--- src/rtl/supmon_pkg.sv ---
// Package: register field positions and the power-on image of the
// supply monitor control/status register. Assumes an 8-bit register.
package supmon_pkg;
    localparam int REG_W     = 8;
    localparam int BIT_STAT  = 6;
    localparam int BIT_FLAG  = 5;
    localparam int BIT_TRIPH = 4;
    localparam int BIT_TRIPL = 3;
    localparam int BIT_EN    = 0;
    localparam logic [1:0] TRIP_RST = 2'b11;
    localparam logic [REG_W-1:0] REG_RST = 8'hDE;
endpackage

--- src/rtl/supmon_deglitch.sv ---
// Synchronizer plus stable-level filter for the comparator output.
// Assumes FILT_N >= 2. The output takes a new level only after the
// synchronized input has differed from it for FILT_N consecutive cycles.
module supmon_deglitch #(
    parameter int   FILT_N  = 4,
    parameter logic RST_LVL = 1'b1
) (
    input  logic clk,
    input  logic rst_n,
    input  logic async_in,
    output logic lvl_out
);
    localparam int CW = $clog2(FILT_N + 1);

    logic          sync_a, sync_b;
    logic [CW-1:0] run_cnt;

    // Two-flop synchronizer for the asynchronous comparator level.
    always_ff @(posedge clk) begin
        if (!rst_n) begin
            sync_a <= RST_LVL;
            sync_b <= RST_LVL;
        end else begin
            sync_a <= async_in;
            sync_b <= sync_a;
        end
    end

    // Count cycles of disagreement; adopt the new level after FILT_N of them.
    always_ff @(posedge clk) begin
        if (!rst_n) begin
            lvl_out <= RST_LVL;
            run_cnt <= '0;
        end else if (sync_b != lvl_out) begin
            if (run_cnt == CW'(FILT_N - 1)) begin
                lvl_out <= sync_b;
                run_cnt <= '0;
            end else begin
                run_cnt <= run_cnt + 1'b1;
            end
        end else begin
            run_cnt <= '0;
        end
    end

    p_filt_follow_r3: assert property (@(posedge clk) disable iff (!rst_n)
        !$stable(lvl_out) |-> (lvl_out == $past(sync_b)));
    p_filt_cnt_r3: assert property (@(posedge clk) disable iff (!rst_n)
        run_cnt < CW'(FILT_N));
endmodule

--- src/rtl/supmon_hold_timer.sv ---
// Hold timer: counts cycles while 'run' is high and pulses 'expire' on the
// HOLD_CYC-th cycle of an unbroken run. Any low cycle on 'run' restarts it.
module supmon_hold_timer #(
    parameter int HOLD_CYC = 50_000_000
) (
    input  logic clk,
    input  logic rst_n,
    input  logic run,
    output logic expire
);
    localparam int TW = $clog2(HOLD_CYC + 1);
    localparam logic [TW-1:0] LAST = TW'(HOLD_CYC - 1);

    logic [TW-1:0] cnt;

    assign expire = run && (cnt == LAST);

    // Advance while running, wrap on expiry, clear whenever run drops.
    always_ff @(posedge clk) begin
        if (!rst_n || !run || expire) cnt <= '0;
        else                          cnt <= cnt + 1'b1;
    end

    p_cnt_range_r7: assert property (@(posedge clk) disable iff (!rst_n)
        cnt <= LAST);
    p_restart_r8: assert property (@(posedge clk) disable iff (!rst_n)
        !run |=> (cnt == '0));
endmodule

--- src/rtl/supmon_ctrl.sv ---
// Supply monitor control: one control/status register, a conditioned
// comparator input and a sticky low-supply flag with timed release.
// Assumes a single-cycle write strobe and combinational reads.
module supmon_ctrl
    import supmon_pkg::*;
#(
    parameter int          ADDR_W   = 8,
    parameter logic [ADDR_W-1:0] REG_ADDR = 8'hDF,
    parameter int          FILT_N   = 4,
    parameter int          HOLD_CYC = 50_000_000
) (
    input  logic              clk,
    input  logic              rst_n,
    input  logic [ADDR_W-1:0] reg_addr,
    input  logic              reg_wr,
    input  logic [7:0]        reg_wdata,
    output logic [7:0]        reg_rdata,
    input  logic              cmp_in,
    input  logic              irq_en,
    output logic [1:0]        trip_sel,
    output logic              mon_en,
    output logic              irq
);
    logic       cmp_ok;
    logic       flag_q;
    logic       en_q;
    logic [1:0] trip_q;
    logic       expire;
    logic       wr_hit;
    logic       unused_wbits;

    assign wr_hit       = reg_wr && (reg_addr == REG_ADDR);
    assign unused_wbits = ^{reg_wdata[7:6], reg_wdata[2:1]};

    supmon_deglitch #(.FILT_N(FILT_N), .RST_LVL(1'b1)) u_filt (
        .clk      (clk),
        .rst_n    (rst_n),
        .async_in (cmp_in),
        .lvl_out  (cmp_ok)
    );

    supmon_hold_timer #(.HOLD_CYC(HOLD_CYC)) u_hold (
        .clk    (clk),
        .rst_n  (rst_n),
        .run    (en_q && flag_q && cmp_ok),
        .expire (expire)
    );

    // Writable configuration fields: threshold code and monitor enable.
    always_ff @(posedge clk) begin
        if (!rst_n) begin
            trip_q <= TRIP_RST;
            en_q   <= 1'b0;
        end else if (wr_hit) begin
            trip_q <= reg_wdata[BIT_TRIPH:BIT_TRIPL];
            en_q   <= reg_wdata[BIT_EN];
        end
    end

    // Sticky flag: off when disabled, forced by low supply, released by timer.
    always_ff @(posedge clk) begin
        if (!rst_n)      flag_q <= 1'b0;
        else if (!en_q)  flag_q <= 1'b0;
        else if (!cmp_ok) flag_q <= 1'b1;
        else if (expire) flag_q <= 1'b0;
        else if (wr_hit) flag_q <= reg_wdata[BIT_FLAG];
    end

    // Register image; reserved bits read as ones.
    always_comb begin
        reg_rdata = 8'h00;
        if (reg_addr == REG_ADDR)
            reg_rdata = {1'b1, cmp_ok, flag_q, trip_q, 2'b11, en_q};
    end

    assign trip_sel = trip_q;
    assign mon_en   = en_q;
    assign irq      = flag_q && irq_en;

    p_flag_set_r5: assert property (@(posedge clk) disable iff (!rst_n)
        (en_q && !cmp_ok) |=> flag_q);
    p_hold_low_r6: assert property (@(posedge clk) disable iff (!rst_n)
        (en_q && !cmp_ok && wr_hit && reg_wdata[BIT_EN]) |=> flag_q);
    p_flag_fall_r7: assert property (@(posedge clk) disable iff (!rst_n)
        $fell(flag_q) |-> ($past(expire) || !$past(en_q) ||
                           $past(wr_hit && !reg_wdata[BIT_FLAG])));
    p_off_r9: assert property (@(posedge clk) disable iff (!rst_n)
        !en_q |=> !flag_q);
endmodule

--- config.mk ---
export PLATFORM = sky130hd
export DESIGN_NAME = supmon_ctrl
export DESIGN_NICKNAME = d
export VERILOG_FILES = /design/src/rtl/supmon_pkg.sv /design/src/rtl/supmon_deglitch.sv /design/src/rtl/supmon_hold_timer.sv /design/src/rtl/supmon_ctrl.sv
export SDC_FILE = /design/constraint.sdc
export NUM_CORES = 1
export LEC_CHECK = 0
export CELL_PAD_IN_SITES_DETAIL_PLACEMENT = 0
export CELL_PAD_IN_SITES_GLOBAL_PLACEMENT = 1
export CORE_MARGIN = 2
export CORE_UTILIZATION = 25
export CTS_BUF_LIST = sky130_fd_sc_hd__clkbuf_16
export DETAILED_ROUTE_END_ITERATION = 10
export DONT_BUFFER_PORTS = 1
export GPL_TIMING_DRIVEN = 1
export HOLD_SLACK_MARGIN = 0.03
export PLACE_DENSITY_LB_ADDON = 0.12
export SYNTH_ARGS = -nofsm -noshare
export SYNTH_HDL_FRONTEND = slang
export SYNTH_SLANG_ARGS = --single-unit
--- constraint.sdc ---
create_clock -name clk -period 5.9 [get_ports clk]
set_input_delay 0.295 -clock clk [delete_from_list [all_inputs] [get_ports clk]]
set_output_delay 0.295 -clock clk [all_outputs]
set_load 0.01 [all_outputs]
==> results.md <==
- Status: complete, no violations
- 1st-iter DRT viols: 64
- Peak VDD IR: 0.160 mV
- GRT met3 Usage: 0.0371
- Clock Pin Slew Worst Setup and Hold Paths: 60 ps
- Max cap viols: 0
- Largest cells by area after synthesis: dfxtp_1, a211oi_1, xor2_1
- Distinct cells, synth: 38
- P&R area growth vs syn: 12.9%
- Static leakage: 0.579 nW
- Final setup vio count: 0
- Number of buffers added on ports: 0
- Critical path class: reg -> reg
- Die X: 86.8 µm
- Initial Util: 0.255
- Setup TNS: 0 ps
- Root buffer selected by CTS: clkbuf_16
- TritonCTS buffer count: 5
- Share of cells above drive strength 1: 0.0632
- Gr usage total: 0.109
- Final period utilization: 0.400
- I/O Pins: 33
- Routability Congestion: 0.775
- Remaining antenna violation count: 0
- Synthesized area per cell: 8.97 µm²
- Synthesized area: 0.00171 mm²
- Area share of the largest cell type after synthesis: 0.420
- Final Skew: 5.47 ps
- GRT Max-Usage Layer: met2
- Layout net count: 213
- Number of global-route vias before repair: 1342
- CP Data Arrival Time: 2480 ps
- Worst hold path type: in -> reg
- Min cycle time layout: 2360 ps
- Crit Path Max Fanout: 19
- Sequential area share after synthesis: 0.420
- Syn nets: 215
- Post-route DRC: 0
- Area of the core: 0.00672 mm²
- Met1 usage: 0.128
- Post-DP HPWL: 2660 µm
- Worst-skew pair later-pin latency: 280 ps
- DR vias/cell: 5.36
- CTS H-tree lvls: 2
- Filler cells: 712
- Routed vias: 1448
- Die area: 0.00754 mm²
- Mapped Cells: 191
- Clk buf depth: 2
- Hold buffers post-CTS: 0
- Synth async-reset ratio: 0
- Core Rows: 30
- Power, Total: 0.548 mW
- First-pass GRT wire length: 6270 µm
- Post-synth top flop: dfxtp_1
- Critical Path Sink Type: flip-flop
- RSZ-0062 raised after global routing: false
- Met2 GRT Util: 0.179
- Clock tree from TritonCTS: yes
- Most frequent cells in the layout: dfxtp_1, nand3_1, nand2_1
- Routed WL: 3810 µm
- Fmax: 423 MHz
- Final instance area: 0.00194 mm²
- Post-cts resize count: 0
- Initial antenna violation count: 0
- Post-synth top area cell: dfxtp_1
- Most common cell after layout, fill and taps aside: dfxtp_1
- CP required: 6020 ps
- DIE HEIGHT: 86.8 µm
- Hold Vio Cnt, Final: 0
- PwrDens: 283 mW/mm²
- Clk sink count: 36
- YS warnings: 0
- Overflow left after global routing: 0
- Avg WL per Cell: 14.1 µm
- Largest net degree at the start of global routing: 27
- Post-synth EDFFs: 0
- Final Slew Violations: 0
- N_diodes: 0
- Worst-Margin Slew: 861 ps
- Worst setup SP type: flip-flop
- Post-CTS Setup Repair Bufs: 0
- Synthesis-stage register bit count: 36
- Cell Area, Placed: 0.00177 mm²
- Drt pass-1 iters: 4
- Hold slack: 77.2 ps
- Worst slew margin: 0.424
[sequential cells by signal (all words and copies together) (netlist names)]
signal          flops
mon_en              1
flag_q              1
u_hold.cnt         26
u_filt.sync_b       1
trip_sel            2
u_filt.lvl_out      1
u_filt.sync_a       1
u_filt.run_cnt      3
[final timing paths]
kind,start,end,slack [ps],depth (start not counted)
setup / recovery,u_hold.cnt[11]$_SDFF_PP0_,u_hold.cnt[5]$_SDFF_PP0_,3540,4
hold / removal,rst_n,u_filt.lvl_out$_SDFFE_PN1P_,80,1
setup reg to reg,u_hold.cnt[11]$_SDFF_PP0_,u_hold.cnt[5]$_SDFF_PP0_,3540,4
hold reg to reg,u_filt.sync_a$_SDFF_PN1_,u_filt.sync_b$_SDFF_PN1_,420,1
[critical path, stage by stage, from the launching register on]
cell	delay [ps]
dfxtp_1	330
or4b_1	550
or4_4	480
nor3_4	730
nor3_1	120
[power breakdown]
group          internal, mW  total [mW]  switching [mW]
combinational       0.00120     0.00209        0.000889
clock                 0.198       0.301           0.103
sequential            0.244       0.244        0.000382
[cells by family after synthesis]
family                   after synthesis  share of synthesized area
AND/OR/NAND/NOR                       91                      0.312
multiplexers                           5                     0.0292
XOR/XNOR                              11                     0.0562
adder cells (fa/ha/maj)                3                     0.0219
AO/OA/AOI/OAI                         30                      0.118
flip-flops                            36                      0.420
buffers and inverters                 15                     0.0423
[synthesized netlist by cell type (all sizes together) (4+ instances only)]
master,instances
buf,4
nand2,13
nand4,8
inv,5
clkbuf,6
a211oi,11
and4,4
xor2,9
o21ai,6
nand3,13
or3,6
and2,7
mux2i,5
nor3,9
and3,5
nor2,9
dfxtp,36
or4,8
o31ai,7
[area by class of cell]
type	instances	area [µm²]	area share
multi-input combinational	140	921	0.476
sequential	36	721	0.372
clock buffer	5	125	0.0646
tap	80	100	0.0517
clock inverter	3	42.5	0.0220
inverter	5	18.8	0.00970
timing repair buffer	1	7.51	0.00388
[through the flow]
| step | setup WS, ps | util | std cells |
|---|---|---|---|
| after floorplan | 3970 | - | 191 |
| after global placement | 3560 | 0.263 | 262 |
| after detailed placement | 3530 | 0.263 | 262 |
| after CTS | 3530 | 0.288 | 270 |
| after global routing | 3420 | 0.288 | 270 |
| final | 3540 | 0.288 | 270 |
[layer usage]
metal / part of all wire / routed length (µm)
met1: 0.46 / 1760
met2: 0.47 / 1800
met3: 0.046 / 175
met4: 0.022 / 83
met5: 0 / 0
No activity file was read; power rests on OpenSTA's default activity.
